--- config.mk ---
export PLATFORM = sky130hd
export DESIGN_NAME = tdm_bus_arbiter
export DESIGN_NICKNAME = d
export VERILOG_FILES = /design/src/rtl/tdm_bus_pkg.sv /design/src/rtl/tdm_slot_timer.sv /design/src/rtl/tdm_queue_ptrs.sv /design/src/rtl/tdm_rr_pick.sv /design/src/rtl/tdm_bus_arbiter.sv
export SDC_FILE = /design/constraint.sdc
export NUM_CORES = 1
export LEC_CHECK = 0
export BUFFER_PORTS_ARGS = -buffer_cell sky130_fd_sc_hd__clkbuf_2
export CAP_MARGIN = 15
export CORE_ASPECT_RATIO = 1.25
export CORE_MARGIN = 1.5
export CORE_UTILIZATION = 56
export DETAILED_ROUTE_END_ITERATION = 8
export GPL_ROUTABILITY_DRIVEN = 0
export PLACE_DENSITY = 0.75
export SLEW_MARGIN = 0
export SYNTH_ARGS = -nofsm -noshare
export SYNTH_HDL_FRONTEND = slang
export SYNTH_SLANG_ARGS = --single-unit
--- constraint.sdc ---
create_clock -name clk -period 6.5 [get_ports clk]
set_input_delay 1.3 -clock clk [delete_from_list [all_inputs] [get_ports clk]]
set_output_delay 1.3 -clock clk [all_outputs]
set_load 0.005 [all_outputs]
--- src/rtl/tdm_bus_pkg.sv ---
package tdm_bus_pkg;

  typedef enum logic [1:0] {
    DEV_NONE = 2'd0,
    DEV_SRAM = 2'd1,
    DEV_EEP  = 2'd2,
    DEV_CTL  = 2'd3
  } bus_dev_e;

  typedef enum logic [1:0] {
    QOP_NONE = 2'd0,
    QOP_PUSH = 2'd1,
    QOP_POP  = 2'd2
  } q_op_e;

endpackage

--- src/rtl/tdm_slot_timer.sv ---
module tdm_slot_timer #(
  parameter int NUM_SLOTS = 8,
  parameter int SW        = 3
) (
  input  logic       clk,
  input  logic       rst_ni,
  output logic [1:0] phase,
  output logic       host_slot
);

  logic [1:0]    phase_d;
  logic [SW-1:0] slot_q, slot_d;

  always_comb begin
    phase_d = phase + 2'd1;
    slot_d  = slot_q;
    if (phase == 2'd3) begin
      slot_d = (slot_q == SW'(NUM_SLOTS - 1)) ? '0 : slot_q + 1'b1;
    end
  end

  always_ff @(posedge clk or negedge rst_ni) begin
    if (!rst_ni) begin
      phase  <= 2'd0;
      slot_q <= '0;
    end else begin
      phase  <= phase_d;
      slot_q <= slot_d;
    end
  end

  assign host_slot = ~slot_q[0];

  // four cycles per slot, slot index only moves at the slot boundary
  p_phase_wrap_r1: assert property (@(posedge clk) disable iff (!rst_ni)
    (phase == 2'd3) |=> (phase == 2'd0));
  p_slot_steady_r1: assert property (@(posedge clk) disable iff (!rst_ni)
    (phase != 2'd3) |=> $stable(slot_q));
  p_owner_flip_r1: assert property (@(posedge clk) disable iff (!rst_ni)
    (phase == 2'd3) |=> (host_slot != $past(host_slot)));

endmodule

--- src/rtl/tdm_queue_ptrs.sv ---
module tdm_queue_ptrs #(
  parameter int NQ = 6,
  parameter int PW = 10,
  parameter int IW = 3
) (
  input  logic                   clk,
  input  logic                   rst_ni,
  input  logic                   op_en,
  input  logic                   op_push,
  input  logic [IW-1:0]          op_q,
  output logic [NQ-1:0][PW-1:0]  rptr,
  output logic [NQ-1:0][PW-1:0]  wptr,
  output logic [NQ-1:0]          full,
  output logic [NQ-1:0]          empty
);

  for (genvar gi = 0; gi < NQ; gi++) begin : g_q
    logic [PW-1:0] r_q, r_d, w_q, w_d;
    logic          f_q, f_d, e_q, e_d;
    logic          hit;

    assign hit = op_en && (op_q == IW'(gi));

    always_comb begin
      r_d = r_q;
      w_d = w_q;
      f_d = f_q;
      e_d = e_q;
      if (hit && op_push) begin
        w_d = w_q + 1'b1;
        f_d = (w_d == r_q);
        e_d = 1'b0;
      end else if (hit) begin
        r_d = r_q + 1'b1;
        e_d = (r_d == w_q);
        f_d = 1'b0;
      end
    end

    always_ff @(posedge clk or negedge rst_ni) begin
      if (!rst_ni) begin
        r_q <= '0;
        w_q <= '0;
        f_q <= 1'b0;
        e_q <= 1'b1;
      end else if (hit) begin
        r_q <= r_d;
        w_q <= w_d;
        f_q <= f_d;
        e_q <= e_d;
      end
    end

    assign rptr[gi]  = r_q;
    assign wptr[gi]  = w_q;
    assign full[gi]  = f_q;
    assign empty[gi] = e_q;

    // flags exclusive, no push into full, no pop from empty
    p_flags_excl_r8: assert property (@(posedge clk) disable iff (!rst_ni)
      !(f_q && e_q));
    p_no_push_full_r8: assert property (@(posedge clk) disable iff (!rst_ni)
      (hit && op_push) |-> !f_q);
    p_no_pop_empty_r8: assert property (@(posedge clk) disable iff (!rst_ni)
      (hit && !op_push) |-> !e_q);
  end

endmodule

--- src/rtl/tdm_rr_pick.sv ---
module tdm_rr_pick #(
  parameter int N  = 6,
  parameter int IW = 3
) (
  input  logic [N-1:0]  elig,
  input  logic [IW-1:0] last,
  output logic          found,
  output logic [IW-1:0] pick
);

  always_comb begin
    found = 1'b0;
    pick  = last;
    for (int k = 1; k <= N; k++) begin
      int idx;
      idx = (int'(last) + k) % N;
      if (!found && elig[idx]) begin
        found = 1'b1;
        pick  = IW'(idx);
      end
    end
  end

endmodule

--- src/rtl/tdm_bus_arbiter.sv ---
module tdm_bus_arbiter
  import tdm_bus_pkg::*;
#(
  parameter int NUM_SLOTS = 8,
  parameter int NCH       = 3,
  parameter int PTR_W     = 10,
  parameter int DW        = 8,
  parameter int EEP_AW    = 11,
  parameter int CTL_AW    = 4,
  localparam int NQ       = 2 * NCH,
  localparam int QID_W    = $clog2(NQ),
  localparam int ADDR_W   = QID_W + PTR_W,
  localparam int SW       = $clog2(NUM_SLOTS)
) (
  input  logic                clk,
  input  logic                rst_n,
  input  logic                host_req,
  input  logic                host_we,
  input  logic [1:0]          host_dev,
  input  logic [ADDR_W-1:0]   host_addr,
  input  logic [DW-1:0]       host_wdata,
  output logic                host_done,
  output logic [DW-1:0]       host_rdata,
  input  logic [NCH-1:0]      ch_wr_req,
  input  logic [NCH*DW-1:0]   ch_wdata,
  output logic [NCH-1:0]      ch_wr_done,
  input  logic [NCH-1:0]      ch_rd_req,
  output logic [NCH-1:0]      ch_rd_done,
  output logic [DW-1:0]       ch_rdata,
  output logic [ADDR_W-1:0]   bus_addr,
  output logic [DW-1:0]       bus_wdata,
  input  logic [DW-1:0]       bus_rdata,
  output logic                sram_cs_n,
  output logic                eep_cs_n,
  output logic                ctl_cs_n,
  output logic                oe_n,
  output logic                we_n
);

  typedef struct packed {
    logic              valid;
    logic              from_host;
    bus_dev_e          dev;
    logic              we;
    logic [ADDR_W-1:0] addr;
    logic [DW-1:0]     wdata;
    q_op_e             qop;
    logic [QID_W-1:0]  q;
    logic              stat;
  } access_t;

  // reset: asserted asynchronously, released on the clock
  logic rst_s1, rst_ni;
  always_ff @(posedge clk or negedge rst_n) begin
    if (!rst_n) begin
      rst_s1 <= 1'b0;
      rst_ni <= 1'b0;
    end else begin
      rst_s1 <= 1'b1;
      rst_ni <= rst_s1;
    end
  end

  logic [1:0] phase;
  logic       host_slot;

  tdm_slot_timer #(.NUM_SLOTS(NUM_SLOTS), .SW(SW)) i_timer (
    .clk      (clk),
    .rst_ni   (rst_ni),
    .phase    (phase),
    .host_slot(host_slot)
  );

  logic                    slot_end, latch, next_host;
  access_t                 act, nx;
  logic [NQ-1:0][PTR_W-1:0] q_rptr, q_wptr;
  logic [NQ-1:0]           q_full, q_empty;
  logic [NQ-1:0]           elig;
  logic                    found;
  logic [QID_W-1:0]        pick, rr_last, hq;
  logic                    op_en;

  assign slot_end  = (phase == 2'd3);
  assign latch     = (phase == 2'd2);
  assign next_host = ~host_slot;

  tdm_queue_ptrs #(.NQ(NQ), .PW(PTR_W), .IW(QID_W)) i_qptr (
    .clk    (clk),
    .rst_ni (rst_ni),
    .op_en  (op_en),
    .op_push(act.qop == QOP_PUSH),
    .op_q   (act.q),
    .rptr   (q_rptr),
    .wptr   (q_wptr),
    .full   (q_full),
    .empty  (q_empty)
  );

  assign elig = {ch_rd_req & ~q_empty[NQ-1:NCH], ch_wr_req & ~q_full[NCH-1:0]};

  tdm_rr_pick #(.N(NQ), .IW(QID_W)) i_rr (
    .elig (elig),
    .last (rr_last),
    .found(found),
    .pick (pick)
  );

  // next-slot access descriptor
  assign hq = host_addr[QID_W-1:0];

  always_comb begin
    nx = '0;
    if (next_host) begin
      if (host_req) begin
        nx.valid     = 1'b1;
        nx.from_host = 1'b1;
        nx.we        = host_we;
        nx.wdata     = host_wdata;
        unique case (host_dev)
          2'd0: begin
            nx.dev  = DEV_SRAM;
            nx.addr = host_addr;
          end
          2'd1: begin
            nx.dev  = DEV_EEP;
            nx.addr = {{(ADDR_W-EEP_AW){1'b0}}, host_addr[EEP_AW-1:0]};
          end
          2'd2: begin
            nx.dev  = DEV_CTL;
            nx.addr = {{(ADDR_W-CTL_AW){1'b0}}, host_addr[CTL_AW-1:0]};
          end
          default: begin
            nx.q = hq;
            if (host_addr[QID_W]) begin
              nx.stat = 1'b1;
            end else if (int'(hq) < NCH) begin
              if (!host_we && !q_empty[hq]) begin
                nx.dev  = DEV_SRAM;
                nx.qop  = QOP_POP;
                nx.addr = {hq, q_rptr[hq]};
              end
            end else if (int'(hq) < NQ) begin
              if (host_we && !q_full[hq]) begin
                nx.dev  = DEV_SRAM;
                nx.qop  = QOP_PUSH;
                nx.addr = {hq, q_wptr[hq]};
              end
            end
          end
        endcase
      end
    end else if (found) begin
      nx.valid = 1'b1;
      nx.dev   = DEV_SRAM;
      nx.q     = pick;
      if (int'(pick) < NCH) begin
        nx.we    = 1'b1;
        nx.qop   = QOP_PUSH;
        nx.wdata = ch_wdata[int'(pick)*DW +: DW];
        nx.addr  = {pick, q_wptr[pick]};
      end else begin
        nx.qop  = QOP_POP;
        nx.addr = {pick, q_rptr[pick]};
      end
    end
  end

  always_ff @(posedge clk or negedge rst_ni) begin
    if (!rst_ni) begin
      act     <= '0;
      rr_last <= QID_W'(NQ - 1);
    end else if (slot_end) begin
      act <= nx;
      if (!next_host && found) rr_last <= pick;
    end
  end

  // completion path
  logic [DW-1:0] rd_val, rdata_q;
  logic          hdone_q;
  logic [NQ-1:0] bdone_q;

  assign op_en = latch && act.valid && (act.qop != QOP_NONE);

  always_comb begin
    rd_val = '0;
    if (act.stat) begin
      if (int'(act.q) < NQ) rd_val = {{(DW-2){1'b0}}, q_full[act.q], q_empty[act.q]};
    end else if (act.dev != DEV_NONE && !act.we) begin
      rd_val = bus_rdata;
    end
  end

  always_ff @(posedge clk or negedge rst_ni) begin
    if (!rst_ni) begin
      rdata_q <= '0;
      hdone_q <= 1'b0;
      bdone_q <= '0;
    end else begin
      hdone_q <= latch && act.valid && act.from_host;
      bdone_q <= (latch && act.valid && !act.from_host) ? (NQ'(1) << act.q) : '0;
      if (latch && act.valid) rdata_q <= rd_val;
    end
  end

  assign host_done  = hdone_q;
  assign host_rdata = rdata_q;
  assign ch_rdata   = rdata_q;
  assign ch_wr_done = bdone_q[NCH-1:0];
  assign ch_rd_done = bdone_q[NQ-1:NCH];

  // strobe waveforms
  logic bus_act, cs_win, str_win;
  assign bus_act   = act.valid && (act.dev != DEV_NONE);
  assign cs_win    = bus_act && (phase != 2'd3);
  assign str_win   = bus_act && (phase == 2'd1 || phase == 2'd2);
  assign sram_cs_n = !(cs_win && act.dev == DEV_SRAM);
  assign eep_cs_n  = !(cs_win && act.dev == DEV_EEP);
  assign ctl_cs_n  = !(cs_win && act.dev == DEV_CTL);
  assign oe_n      = !(str_win && !act.we);
  assign we_n      = !(str_win && act.we);
  assign bus_addr  = act.addr;
  assign bus_wdata = act.wdata;

  // one device selected at a time
  p_one_cs_r3: assert property (@(posedge clk) disable iff (!rst_ni)
    $onehot0({~sram_cs_n, ~eep_cs_n, ~ctl_cs_n}));
  // read and write strobes exclusive, everything quiet in cycle 3
  p_oe_we_excl_r2: assert property (@(posedge clk) disable iff (!rst_ni)
    !(!oe_n && !we_n));
  p_quiet_last_r2: assert property (@(posedge clk) disable iff (!rst_ni)
    (phase == 2'd3) |-> (sram_cs_n && eep_cs_n && ctl_cs_n && oe_n && we_n));
  p_strobe_inside_cs_r2: assert property (@(posedge clk) disable iff (!rst_ni)
    (!oe_n || !we_n) |-> !(sram_cs_n && eep_cs_n && ctl_cs_n));
  // done strobes only at the end of the owner's slot
  p_host_done_slot_r1: assert property (@(posedge clk) disable iff (!rst_ni)
    host_done |-> (phase == 2'd3 && host_slot));
  p_ch_done_slot_r1: assert property (@(posedge clk) disable iff (!rst_ni)
    (|bdone_q) |-> (phase == 2'd3 && !host_slot));
  // a channel slot only carries traffic if some channel was asking
  p_bm_req_held_r7: assert property (@(posedge clk) disable iff (!rst_ni)
    (phase == 2'd0 && !host_slot && act.valid) |-> $past(|(ch_wr_req | ch_rd_req)));
  // nothing is selected before the first loaded slot
  p_reset_quiet_r11: assert property (@(posedge clk) disable iff (!rst_ni)
    (!act.valid) |-> (sram_cs_n && eep_cs_n && ctl_cs_n && oe_n && we_n));

endmodule

==> flow_summary.toml, run 1 <==
[sta]
setup_ws_ns = 1.06
setup_viol = 0
fin_skew_ns = 0.0114
whs_ns = 0.316
fin_crit_ns = 5.44
worst_pin_slew_ns = 1.11
slew_violations = 0
finalHoldViolations = 0
slew_headroom_pct = 25.7
period_share_pct = 83.8
rsz0062_at_grt = "no"
final.setup.tns_ns = 0
fmax_mhz = 184

[global_routing]
grt_pass1_wl_um = 62000
grt_use_met3_pct = 6.50
use_met2_pct = 53.1
grt_max_degree = 75
met1_usage_pct = 37.3
grt_antenna_before_repair = 0
grt_usage_pct = 32.0
grt_overflow = 0
grt_pass1_vias = 11390
busiest_layer = "met2"

[critical_path]
critPathLaunchType = "flop"
end_kind = "flop"
reg2reg_setup_slack_ns = 1.06
path_delay_family = "compound AO/OA/AOI/OAI gates"
cp_cell_sequence = "inv_1, ha_1, a21oi_2, inv_1, ha_1, nand2b_1, o21ai_0, a21bo_2, o211ai_1, and4b_1, a311oi_1, o21a_1, buf_4, mux4_2, a221o_1"
critPathMaxStageDelay_ns = 0.60
rr_startpoint = "rr_last[1]"
worstPathRequired_ns = 6.83
crit_path_max_fanout = 15
crit_buf_inv = 3
r2r_cells = 15
r2r-end = "bus_addr[6]"
worst_ep_arrival_time_ns = 5.77
crit_type = "reg -> reg"
crit_slowest_cell = "dfrtp_1"

[finish]
final_common_cell = "dfrtp_1"
drive_gt1_share_pct = 15.5
area_growth_pct = 7.50
layout.nets = 1613
final_area_mm2 = 0.0148
diodes = 0
fin_cells = 1852
final_cell_mix = "dfrtp_1 (180), xnor2_1 (172), nand2_1 (167)"
fill_cells = 2038

[routing]
wirelength_um = 39300
drtPass1Iterations = 6
vias = 11793
drc = 0
wl_per_cell_um = 21.2
antenna_left = 0
drt_iter0_markers = 1190
avgViaCountPerCell = 6.37

[yosys]
ys_seq_elements = 189
syn_area_mm2 = 0.0137
yosysTopAreaCell = "dfrtp_1"
synthFlopType = "dfrtp_1"
synth.top_cell.area_share_pct = 33.0
yosysWarnings = 0
synth-async-reset-ratio_pct = 100
netlist_instances = 1496
synth_cell_types = 81
synth_edf_count = 0
synthTopCellsByArea = "dfrtp_1 (33%), xnor2_1 (11%), mux4_2 (5.1%)"
syn_area_per_cell_um2 = 9.17
syn_nets = 1595
ys_seq_area_share_pct = 34.5

[min_path]
min_path_type = "reg -> async"

[die]
initial_core_util_pct = 57.5
boundaryPins = 114
chipHeight_um = 178
core_area_mm2 = 0.0239
row_count = 63
die_width_um = 143
fp.dieArea_mm2 = 0.0255

[placed_design]
placed_area_mm2 = 0.0142
port_buffers = 113
dp.cells = 1820
place_hpwl_um = 30200
post-place-ws_ns = 1.16

[run]
drv_cap = 0

[pwr]
leakage_nw = 6.45
ir_drop_v = 0.000409
power_density_mw_per_mm2 = 364

[clock_tree]
cts_resized = 0
ctsHoldBuffers = 0
cts-root-buf = "clkbuf_16"
cts_setup_buffers = 0
clk_latency_ns = 0.45
cts_num_sinks = 189
cts_tree = "built"
clkSlewWorstSetupHoldPaths_ns = 0.08
htreeDepth = 4
tritoncts.num_buffers = 17
cts_buffer_depth = 2

[outcome]
status = "completed"
cell usage after synthesis, drive strengths merged (5+ instances only):
library cell and count:
o21a 5, clkbuf 81, nand3b 11, or2 9, o22ai 7, nor2 95
nor4 9, or3 19, a31oi 17, mux4 31, buf 41, a22oi 12
inv 33, nor3b 9, nand3 43, o221ai 12, nor2b 14, o21ai 57
mux2i 32, dfrtp 181, o2bb2ai 5, a211oi 9, nor3 34, o211ai 9
a22o 11, mux2 20, and2 8, nand4 30, xor2 78, xnor2 173
a211o 5, a221o 7, and3 42, a21oi 56, nand2b 16, ha 34
nand2 167, dfstp 8, o31ai 11
worst max-delay path by stage:
| stage | cells past startpoint | from | slack [ns] | to |
|---|---|---|---|---|
| after global placement | 15 | rr_last[0] | 1.31 | bus_addr[5] |
| after detailed placement | 15 | rr_last[1] | 1.16 | bus_addr[6] |
| after CTS | 15 | rr_last[1] | 1.15 | bus_addr[6] |
| final | 15 | rr_last[1] | 1.06 | bus_addr[6] |
| after floorplan | 0 | rst_ni | 0.86 | act[0] |
| after global routing | 15 | rr_last[1] | 0.77 | bus_addr[6] |
flip-flops by register name, indices dropped and copies added (netlist names), 2 cells and up:
name,cells
act,11
bdone_q,6
bus_addr,13
bus_wdata,8
ch_rdata,8
i_qptr.g_q.e_q,6
i_qptr.g_q.f_q,6
i_qptr.g_q.r_q,60
i_qptr.g_q.w_q,60
i_timer.phase,2
i_timer.slot_q,3
rr_last,3
per-layer routing:
layer	wire length [um]	share of wire, %
met1	14500	37
met2	18700	47
met3	3400	8.6
met4	2740	7.0
met5	0	0
stage by stage:
stage	utilization (%)	total power, W
floorplan	-	0.00361
global placement	59.4	0.00421
detailed placement	59.4	0.00427
CTS	61.8	0.00529
global route	61.8	0.00563
finish	61.8	0.00536
final cells by class:
| cell class | instances | area, um2 | area share [%] |
|---|---|---|---|
| multi-input cells | 1152 | 8280 | 56.1 |
| clock buffers | 19 | 443 | 3.00 |
| well taps | 325 | 407 | 2.76 |
| repair buffers | 121 | 626 | 4.24 |
| flip-flops and latches | 189 | 4740 | 32.2 |
| clock inverters | 13 | 130 | 0.882 |
| inverters | 33 | 124 | 0.840 |
kinds of logic (layout without fill, tap and decap cells):
group | count (synthesis) | count (layout) | share of synthesized area [%]
other | 1 | 1 | 0.0273
multiplexers | 83 | 83 | 9.06
AO/OA/AOI/OAI | 256 | 256 | 12.6
XOR/XNOR | 251 | 251 | 16.2
AND/OR/NAND/NOR | 526 | 526 | 19.2
adder cells (fa/ha/maj) | 35 | 35 | 3.17
buffers and inverters | 155 | 186 | 5.18
flip-flops | 189 | 189 | 34.5
power breakdown:
part / switching (W) / total [W] / internal (W)
clock network: 0.000508 / 0.00103 / 0.000517
logic: 0.00168 / 0.00282 / 0.00113
registers: 0.000233 / 0.00152 / 0.00129
total: 0.00242 / 0.00536 / 0.00294
(Power assumes the default switching activity.)
==> run 2: changes to the inputs <==
--- a/config.mk
+++ b/config.mk
@@ -12,7 +12,7 @@
 export CORE_UTILIZATION = 56
 export DETAILED_ROUTE_END_ITERATION = 8
 export GPL_ROUTABILITY_DRIVEN = 0
-export PLACE_DENSITY = 0.75
+export PLACE_DENSITY = 0.78
 export SLEW_MARGIN = 0
 export SYNTH_ARGS = -nofsm -noshare
 export SYNTH_HDL_FRONTEND = slang
==> constraint.sdc (replaced) <==
create_clock -name clk -period 4.6 [get_ports clk]
set_input_delay 0.92 -clock clk [delete_from_list [all_inputs] [get_ports clk]]
set_output_delay 0.92 -clock clk [all_outputs]
set_load 0.005 [all_outputs]
==> flow_summary.toml, run 2 (synthesis gave the netlist of run 1 again) <==
[outcome]
status = "completed"

[routing]
wl_met1_um = 14300
wirelength_um = 39000
highest_layer = "met4"
drt_iter0_markers = 1112
wl_met2_um = 18600
vias = 11796
drc = 0
wl_per_cell_um = 20.9
wl_met3_um = 3550
antenna_left = 0
drtPass1Iterations = 6
avgViaCountPerCell = 6.31

[critical_path]
reg2reg_setup_slack_ns = 0.24
crit_path_max_fanout = 8
worstPathRequired_ns = 4.94
r2r-end = "bus_addr[7]"
end_kind = "flop"
critPathLaunchType = "flop"
crit_type = "reg -> reg"
critPathMaxStageDelay_ns = 0.62
worst_ep_arrival_time_ns = 4.70
r2r_cells = 11
rr_startpoint = "rr_last[2]"
crit_slowest_cell = "dfstp_2"
cp_cell_sequence = "inv_1, ha_1, a211o_1, or3_1, a211oi_1, nor3_2, and4b_1, a311oi_1, o21a_4, mux4_2, a221o_1"

[clock_tree]
cts_tree = "built"
cts-root-buf = "clkbuf_16"
clk_latency_ns = 0.45
cts_num_sinks = 189
cts_buffer_depth = 2
clkSlewWorstSetupHoldPaths_ns = 0.08
htreeDepth = 4
tritoncts.num_buffers = 17

[die]
chipHeight_um = 178
core_area_mm2 = 0.0239
boundaryPins = 114
initial_core_util_pct = 57.5
fp.dieArea_mm2 = 0.0255
row_count = 63
die_width_um = 143

[pwr]
ir_drop_v = 0.000666
cellInternalPower_w = 0.00440
p_sw_share_pct = 44.2
comb_power_share_pct = 55.1
leakage_nw = 6.53
clock_power_share_pct = 18.4
power_density_mw_per_mm2 = 530
switchingPower_w = 0.00349
seqPwrFrac_pct = 26.5

[finish]
final_util_pct = 62.4
drive_gt1_share_pct = 16.4
final_common_cell = "dfrtp_1"
layout.nets = 1627
area_growth_pct = 8.61
final_cell_mix = "dfrtp_1 (180), xnor2_1 (172), nand2_1 (167)"

[global_routing]
grt_antenna_before_repair = 2
grt_pass1_vias = 11580
grt_overflow = 0
grt_usage_pct = 31.7
grt_pass1_wl_um = 61800
grt_max_degree = 92

[sta]
fmax_mhz = 229
rsz0062_at_grt = "no"
worst_pin_slew_ns = 0.923
setup_viol = 0
period_share_pct = 94.8
slew_headroom_pct = 38.5
setup_ws_ns = 0.237
slew_violations = 0
fin_skew_ns = 0.0137
fin_crit_ns = 4.36
finalHoldViolations = 0

[min_path]
min_path_type = "in -> async"

[placed_design]
post-place-ws_ns = -0.0173
place_hpwl_um = 29900
port_buffers = 113

[run]
drv_cap = 0
-- run 2: changes by cell type in the layout (fill, tap and decap cells not counted), sizes merged --
cell and delta:
clkinvlp -2, clkinv -3, diode +2, inv +4
buf +14, clkbuf +1
-- run 2: how the worst max path moves through the flow --
| stage | start | endpoint | slack (ns) | cells past startpoint |
|---|---|---|---|---|
| 2_1_floorplan | rr_last[2] | bus_addr[7] | 0.29 | 17 |
| 3_3_place_gp | rr_last[2] | bus_addr[6] | 0.14 | 11 |
| 3_5_place_dp | rr_last[2] | bus_addr[7] | -0.02 | 11 |
| 4_1_cts | rr_last[2] | bus_addr[7] | 0.17 | 11 |
| 5_1_grt | rr_last[1] | bus_addr[2] | 0.04 | 16 |
| 6_report | rr_last[2] | bus_addr[7] | 0.24 | 11 |
-- run 2: worst max-delay path: cells and delay by family (launching register included) --
family	cells	cell delay (ns)
flip-flops	1	0.62
AO/OA/AOI/OAI	5	1.86
AND/OR/NAND/NOR	3	0.76
buffers and inverters	1	0.12
multiplexers	1	0.54
adder cells (fa/ha/maj)	1	0.35
-- run 2: repair_timing --
item                                    4_1_cts  5_1_grt
hold buffers                                  0        0
endpoints found under the setup margin        3       14
setup buffers                                 0        0
resized for setup                             1        6
pin swaps                                     0        2
cloned                                        0        0
-- run 2: routing by layer --
metal  vias up  track usage [%]
met3       176             7.62
li1       5332                -
met2       630             52.5
met5         -                0
met4         0             20.7
met1      5658             36.5
-- run 2: stage by stage --
step                      TNS (ns)  cells  hold slack [ns]  total power [W]  area [um2]
after floorplan                  0   1496            0.331          0.00510       13700
after detailed placement   -0.0324   1834            0.344          0.00629       14300
after CTS                        0   1866            0.220          0.00776       14900
after global routing             0   1868            0.224          0.00833       14900
after global placement           0   1834            0.338          0.00619       14300
final                            0   1868            0.232          0.00789       14900
-- run 2: layout make-up --
cell class / instances / area (um2)
diodes: 2 / 5.00
clock buffers: 20 / 447
clock inverters: 12 / 120
fillers: 1954 / 8980
inverters: 33 / 124
multi-input cells: 1152 / 8300
flip-flops and latches: 189 / 4740
well taps: 325 / 407
repair buffers: 135 / 756
-- run 2: power groups by stage --
stage | clock network (W) | logic (W) | registers (W)
global route | 0.00154 | 0.00468 | 0.00211
global placement | 0 | 0.00409 | 0.00211
CTS | 0.00147 | 0.00420 | 0.00209
floorplan | 0 | 0.00308 | 0.00201
detailed placement | 0 | 0.00418 | 0.00212
finish | 0.00145 | 0.00435 | 0.00209
